[src/rtl/dcm_pkg.sv]
package dcm_pkg;
  localparam int TAG_W  = 4;
  localparam int PAR_W  = 4;
  localparam int CW_W   = TAG_W + PAR_W;
  localparam int PAIRS  = TAG_W / 2;

  // Per-field or combined weight summary: ge4 means at least four ones.
  typedef struct packed {
    logic ge4;
    logic w2;
    logic w1;
  } weight_t;

  typedef enum logic [1:0] {
    VD_HIT   = 2'd0,
    VD_FAULT = 2'd1,
    VD_MISS  = 2'd2
  } verdict_e;

  // Extended Hamming check bits for a 4-bit tag.
  function automatic logic [PAR_W-1:0] chk_bits(input logic [TAG_W-1:0] d);
    logic [PAR_W-1:0] p;
    p[0] = d[0] ^ d[1] ^ d[3];
    p[1] = d[0] ^ d[2] ^ d[3];
    p[2] = d[1] ^ d[2] ^ d[3];
    p[3] = d[0] ^ d[1] ^ d[2];
    return p;
  endfunction

  // Half adder: {carry, sum}.
  function automatic logic [1:0] half_add(input logic a, input logic b);
    return {a & b, a ^ b};
  endfunction
endpackage

[src/rtl/dcm_field_bwa.sv]
module dcm_field_bwa
  import dcm_pkg::*;
(
  input  logic [TAG_W-1:0] diff_i,
  output weight_t          wt_o
);
  logic [PAIRS-1:0] s1_sum;
  logic [PAIRS-1:0] s1_car;

  // Stage one: pairwise half adders on raw difference bits.
  genvar gi;
  generate
    for (gi = 0; gi < PAIRS; gi++) begin : g_s1
      assign {s1_car[gi], s1_sum[gi]} = half_add(diff_i[2*gi+1], diff_i[2*gi]);
    end
  endgenerate

  // Stage two: sums meet sums, carries meet carries.
  logic sum_lo, sum_hi;
  logic car_lo, car_hi;
  assign {sum_hi, sum_lo} = half_add(s1_sum[0], s1_sum[1]);
  assign {car_hi, car_lo} = half_add(s1_car[0], s1_car[1]);

  // sum_hi and car_lo both carry weight 2 and cannot be set together.
  assign wt_o.w1  = sum_lo;
  assign wt_o.w2  = sum_hi | car_lo;
  assign wt_o.ge4 = car_hi;
endmodule

[src/rtl/dcm_merge.sv]
module dcm_merge
  import dcm_pkg::*;
(
  input  weight_t data_wt_i,
  input  weight_t par_wt_i,
  output weight_t tot_wt_o
);
  logic w1_sum, w1_car;
  logic w2_sum, w2_car;
  logic w2b_sum, w2b_car;

  // Weight-1 accumulator.
  assign {w1_car, w1_sum} = half_add(data_wt_i.w1, par_wt_i.w1);
  // Weight-2 accumulator: field weight-2 bits plus the weight-1 carry.
  assign {w2_car, w2_sum}   = half_add(data_wt_i.w2, par_wt_i.w2);
  assign {w2b_car, w2b_sum} = half_add(w2_sum, w1_car);

  // Everything of weight four or more collapses into one OR tree.
  assign tot_wt_o.ge4 = (data_wt_i.ge4 | par_wt_i.ge4) | (w2_car | w2b_car);
  assign tot_wt_o.w2  = w2b_sum;
  assign tot_wt_o.w1  = w1_sum;
endmodule

[src/rtl/dcm_decide.sv]
module dcm_decide
  import dcm_pkg::*;
(
  input  weight_t  wt_i,
  output verdict_e vd_o
);
  always_comb begin
    if (wt_i.ge4)                 vd_o = VD_MISS;
    else if (wt_i.w2 && wt_i.w1)  vd_o = VD_MISS;
    else if (wt_i.w2)             vd_o = VD_FAULT;
    else                          vd_o = VD_HIT;
  end
endmodule

[src/rtl/dcm_top.sv]
module dcm_top
  import dcm_pkg::*;
#(
  parameter bit REG_OUT = 1'b1
) (
  input  logic            clk,
  input  logic            rst_n,
  input  logic [TAG_W-1:0] tag_i,
  input  logic [CW_W-1:0]  code_i,
  output logic            match_o,
  output logic            fault_o,
  output logic            mismatch_o
);
  // Named internal events for the checker.
  logic [PAR_W-1:0] enc_par;
  logic [TAG_W-1:0] data_diff;
  logic [PAR_W-1:0] par_diff;
  weight_t          data_wt;
  weight_t          par_wt;
  weight_t          tot_wt;
  verdict_e         vd;
  logic [2:0]       vd_oh;

  // Encoding and data XOR run side by side.
  assign enc_par   = chk_bits(tag_i);
  assign data_diff = tag_i ^ code_i[TAG_W-1:0];
  assign par_diff  = enc_par ^ code_i[CW_W-1:TAG_W];

  dcm_field_bwa u_data_bwa (.diff_i(data_diff), .wt_o(data_wt));
  dcm_field_bwa u_par_bwa  (.diff_i(par_diff),  .wt_o(par_wt));
  dcm_merge     u_merge    (.data_wt_i(data_wt), .par_wt_i(par_wt), .tot_wt_o(tot_wt));
  dcm_decide    u_decide   (.wt_i(tot_wt), .vd_o(vd));

  assign vd_oh = {vd == VD_MISS, vd == VD_FAULT, vd == VD_HIT};

  generate
    if (REG_OUT) begin : g_reg
      logic [2:0] vd_q;
      always_ff @(posedge clk or negedge rst_n) begin
        if (!rst_n) vd_q <= 3'b000;
        else        vd_q <= vd_oh;
      end
      assign {mismatch_o, fault_o, match_o} = vd_q;
    end else begin : g_comb
      assign {mismatch_o, fault_o, match_o} = rst_n ? vd_oh : 3'b000;
    end
  endgenerate
endmodule

[config.mk]
export PLATFORM = sky130hd
export DESIGN_NAME = dcm_top
export DESIGN_NICKNAME = d
export VERILOG_FILES = /design/src/rtl/dcm_pkg.sv /design/src/rtl/dcm_field_bwa.sv /design/src/rtl/dcm_merge.sv /design/src/rtl/dcm_decide.sv /design/src/rtl/dcm_top.sv
export SDC_FILE = /design/constraint.sdc
export NUM_CORES = 1
export LEC_CHECK = 0
export BUFFER_PORTS_ARGS = -buffer_cell sky130_fd_sc_hd__buf_2
export CAP_MARGIN = 30
export CORE_AREA = 2 2 39 41
export DETAILED_ROUTE_END_ITERATION = 16
export DIE_AREA = 0 0 41 43
export HOLD_SLACK_MARGIN = 0.02
export PLACE_DENSITY = 0.59
export SYNTH_ARGS = -nofsm -noshare
export SYNTH_HDL_FRONTEND = slang
export SYNTH_SLANG_ARGS = --single-unit
[constraint.sdc]
create_clock -name clk -period 0.93 [get_ports clk]
set_input_delay 0 -clock clk [delete_from_list [all_inputs] [get_ports clk]]
set_output_delay 0 -clock clk [all_outputs]
set_load 0.02 [all_outputs]
Word-level counts from Yosys, hierarchy flattened

Cells that the tools add are included.

Add/subtract/negate cells: 0
Multiply operators: 0
Divide/modulo/power cells: 0
Order comparisons: 0
Equal/unequal tests: 2
Shift-type cells: 0
Mux-type cells: 3
Bitwise operators: 36
Reduce and logical (&&, ||, !) cells: 2

Operators by type and width:

| kind                                                 | number |
|---|---|
| XOR 1 bit                                            | 18 |
| bitwise AND 1 bit                                    | 11 |
| XOR 4 bit                                            | 2 |
| bitwise OR 1 bit                                     | 5 |
| 2-to-1 mux 2 bit                                     | 2 |
| equality test 2 x 1 -> 1 bit (second input constant) | 1 |
| equality test 2 bit (second input constant)          | 1 |
| logical NOT 2 bit                                    | 1 |
| logical AND 1 bit                                    | 1 |
| 2-to-1 mux 1 bit                                     | 1 |

Flip-flop bits (word level): 3
Bits in latches: 0
Memory bits (writable): 0
ROM bits: 0
Input port bits: 14
Output and inout port bits: 3
Logic and storage cells: 44
Memories kept: 0

Depth between registers and ports, before layout

Depth after elaboration: 12
Gate-level depth with buffers: 8
Depth with buffers taken out: 8

Modules after synthesis

A second synthesis with hierarchy kept.

Cells, all modules: 41
Area, all modules: 445.4 um^2

By module, submodules not included:

| module        | times used | cells an instance | area an instance (um^2) |
|---|---|---|---|
| dcm_top       | 1          | 20                | 229.0 |
| dcm_field_bwa | 2          | 7                 | 71.3 |
| dcm_merge     | 1          | 5                 | 53.8 |
| dcm_decide    | 1          | 2                 | 20.0 |

Least setup slack after synthesis

Ideal clock, no wire load.

Path type: input -> register
Start point: input tag_i[0]
End point: register g_reg.vd_q[2]
Setup time: 118 ps
Data arrival time: 1,929 ps
Data required time: 812 ps
Path slack: -1,117 ps
Stages: 8
Path through: xor2_2 > xnor2_1 > ha_1 > ha_1 > or2_2 > fa_1 > or3_4 > a21o_1

Cells in the longest elaborated chain, start to end: 12
Elaborated cells on any way between the ends: 37
Classes of those cells: 1 x eq/ne; 3 x mux; 32 x bitwise; 1 x reduce/logical

RTL lines:

| element                                              | line                                        | RTL |
|---|---|---|
| start: declaration                                   | dcm_top.sv:8                                | `input logic [TAG_W-1:0] tag_i,` |
| XOR 1 bit, on equally long branches (2 in a row)     | dcm_pkg.sv:24, dcm_pkg.sv:23, dcm_pkg.sv:26 |  |
| XOR 4 bit                                            | dcm_top.sv:27                               | `assign par_diff = enc_par ^ code_i[CW_W-1:TAG_W];` |
| XOR 1 bit or bitwise AND 1 bit (tied branches)       | dcm_pkg.sv:32                               | `return {a & b, a ^ b};` |
| bitwise AND 1 bit or XOR 1 bit (tied branches)       | dcm_pkg.sv:32                               |  |
| bitwise OR 1 bit                                     | dcm_field_bwa.sv:26                         | `assign wt_o.w2 = sum_hi \| car_lo;` |
| XOR 1 bit                                            | dcm_pkg.sv:32                               |  |
| XOR 1 bit or bitwise AND 1 bit (tied branches)       | dcm_pkg.sv:32                               |  |
| 2-to-1 mux 1 bit, or another cell as far along       | dcm_decide.sv:10                            | `else if (wt_i.w2) vd_o = VD_FAULT;` |
| 2-to-1 mux 2 bit or bitwise OR 1 bit (tied branches) | dcm_decide.sv:9, dcm_merge.sv:19            |  |
| 2-to-1 mux 2 bit *                                   | dcm_decide.sv:8                             | `if (wt_i.ge4) vd_o = VD_MISS;` |
| equality test 2 bit *                                | dcm_top.sv:34                               | `assign vd_oh = {vd == VD_MISS, vd == VD_FAULT, vd == VD_HIT};` |
| net vd_oh[2]                                         | dcm_top.sv:22                               | `logic [2:0] vd_oh;` |
| end signal: assignment                               | dcm_top.sv:41                               | `else vd_q <= vd_oh;` |
| end: declaration                                     | dcm_top.sv:38                               | `logic [2:0] vd_q;` |

Mark *: on every way through the listed nets, which the timed path passes. The rest lies on a longest branch.

Worst setup path in the final report

Same ends and word-level chain as after synthesis.

==> flow_summary.json <==
{
  "clkTransAtPathRegs_ps": 40,
  "yosysUniqueCellTypes": 11,
  "reg_top3": "g_reg.vd_q x3",
  "grt_max_degree": 4,
  "setup_slack_ps": -970.2,
  "place_ws_ps": -1279,
  "grt_pass1_wl_microns": 1283,
  "cts.path.max_buffers": 2,
  "ys_ff_latch": 3,
  "irDropWorstVdd_mv": 0.9367,
  "fillers": 137,
  "synth-seq-area-share": 0.1911,
  "drt_iter0_drc": 0,
  "critPathLaunchType": "input port",
  "die_width_microns": 41,
  "end_kind": "flop",
  "ys.flop_type": "dfrtp_1",
  "synth_top_area_cell": "ha_1",
  "tightest_slew_ps": 171.2,
  "cp_slowest_cell": "or3_4",
  "drc_errors": 0,
  "crit_type": "in2reg",
  "syn_to_final_growth_pct": 57.32,
  "power.internal_uw": 806.4,
  "synth_cells": 33,
  "status": "finished, violations left",
  "antenna_left": 0,
  "cts_made_buffers": 3,
  "wl_microns": 655,
  "wl_met1_microns": 216,
  "cts_tree": "done",
  "fmax_ghz": 0.5263,
  "antenna_found_initial": 0,
  "synthMostInstantiatedCell": "ha_1",
  "cp_max_fo": 3,
  "cp_common_cell": "ha_1",
  "multi_input_area_sq_um": 377.9,
  "pwr-share-comb": 0.665,
  "synth_common_cells": "ha_1, xnor2_1, xor2_1",
  "period_needed_ps": 1900,
  "synth_nets": 57,
  "row_count": 14,
  "met3WireLength_microns": 36,
  "die_h_microns": 43,
  "cts.sinks": 3,
  "p_leak_nw": 0.3034,
  "tns_ps": -2783,
  "synth_top_area_frac": 0.2866,
  "h-tree-depth": 1,
  "first_pass_iters": 1,
  "route.detailed.wl_per_inst_microns": 9.357,
  "power_switching_uw": 473.4,
  "globalplace.congestion": 0.6475,
  "violations": "negative setup slack",
  "design.die.area_sq_um": 1763,
  "routed-wl-met2_microns": 402,
  "hold_viol": 0,
  "hp-class": "in2async",
  "async_reset_ff_frac": 1.000,
  "fin_total_pwr_mw": 1.280,
  "drive_gt1_frac": 0.5741,
  "avgSynthCellArea_sq_um": 11.91,
  "cp_slowest_stage_delay_ps": 340,
  "holdWs_ps": 90.52,
  "critical_path_required_ps": 1050,
  "netlist_area_sq_um": 392.9,
  "slew_violations": 0,
  "largest_register_ffs": 3,
  "synth_area_leaders": "ha_1, dfrtp_1, xnor2_1, xor2_1, xor2_2",
  "p_seq_frac": 0.155,
  "worstPathArrival_ps": 2020,
  "synth-edff-count": 0,
  "power.density_nw_per_um2": 2070,
  "p_clk_frac": 0.180,
  "grt_usage": 0.1123,
  "grt_remaining_overflow": 0,
  "grt_pass1_vias": 332,
  "swShare": 0.3699,
  "ff_latch_area_sq_um": 75.07,
  "path_cells": "buf_8 -> xor2_4 -> xnor2_1 -> ha_1 -> ha_1 -> ha_2 -> fa_2 -> or3_4 -> a21o_1",
  "yosysWarnings": 0,
  "cts-root-buf": "clkbuf_4",
  "nets": 79,
  "io_buffers": 16,
  "relSlewSlack": 0.8853,
  "fin_area_sq_um": 618.1,
  "start_util": 0.2839,
  "regMostFlops": "g_reg.vd_q",
  "placed_cell_area_sq_um": 511.7,
  "post-cts-setup-buffers": 0,
  "core_sq_um": 1384,
  "ios": 17,
  "rsz0062_at_grt": "true",
  "top_layer_used": "met3",
  "maxCapViolCount": 0,
  "setup_violations": 3,
  "vias_per_cell": 4.557,
  "vias": 319,
  "timing.final.crit_share": 2.043,
  "diodes": 0
}
## worst max-delay path: cells and delay by family
family	cells	cell delay, ps
AO/OA/AOI/OAI	1	160
XOR/XNOR	2	310
adder cells (fa/ha/maj)	4	1080
buffers and inverters	1	110
AND/OR/NAND/NOR	1	340
## power by group through the flow
| stage | sequential [mW] | clock (mW) | combinational, mW |
|---|---|---|---|
| 2_1_floorplan | 0.269 | 0 | 0.564 |
| 3_3_place_gp | 0.200 | 0 | 0.793 |
| 3_5_place_dp | 0.201 | 0 | 0.827 |
| 4_1_cts | 0.200 | 0.240 | 0.845 |
| 5_1_grt | 0.210 | 0.252 | 1.00 |
| 6_report | 0.198 | 0.230 | 0.851 |
## layer usage
| metal | GRT usage | up-vias |
|---|---|---|
| li1 | - | 155 |
| met1 | 0.1218 | 150 |
| met2 | 0.1750 | 14 |
| met3 | 0.01571 | 0 |
| met4 | 0.1000 | 0 |
| met5 | 0 | - |
## cell families (layout without fill, tap and decap cells)
family,after synthesis,count (layout),share of synthesized area
xor+xnor,14,14,0.3503
fa+ha+maj,10,10,0.3376
simple gates,5,5,0.1019
flops,3,3,0.1911
compound gates,1,1,0.01912
buf+inv,0,21,0
## layout make-up
type                       instances  area share
clock buffer                       4     0.04251
multi-input combinational         30      0.6113
sequential                         3      0.1215
tap                               16     0.03239
timing repair buffer              17      0.1923
## path summary, 6_finish.rpt
kind	start	endpoint	slack, ps	cells after the start
worst min-delay path	rst_n	g_reg.vd_q[1]	90	2
min in group clk	code_i[2]	g_reg.vd_q[1]	490	6
max in group asynchronous	rst_n	g_reg.vd_q[0]	730	2
worst max-delay path	tag_i[0]	g_reg.vd_q[2]	-970	9
## stage by stage
step,util,std cells
floorplan,-,33
global placement,0.3698,65
detailed placement,0.3698,65
CTS,0.4141,70
global route,0.4467,70
finish,0.4467,70
## repair_timing
action,CTS,global route
resized for setup,8,6
pin swaps,5,1
endpoints found under the hold margin,3,0
hold buffers,1,0
endpoints found under the setup margin,3,3
## layout by cell type (no fill, tap or decap)
cell type      instances
or3_4                  1
or2_2                  1
ha_1                   8
buf_2                 12
nor2_1                 1
nor3b_2                1
dlygate4sd3_1          1
fa_2                   1
xor2_4                 2
a21o_1                 1
xnor2_2                4
buf_6                  3
or2_4                  1
clkbuf_1               1
xnor2_1                4
clkbuf_4               3
buf_8                  1
xor2_1                 4
ha_2                   1
dfrtp_1                3
Note: power is estimated with default switching activity, not from simulation.
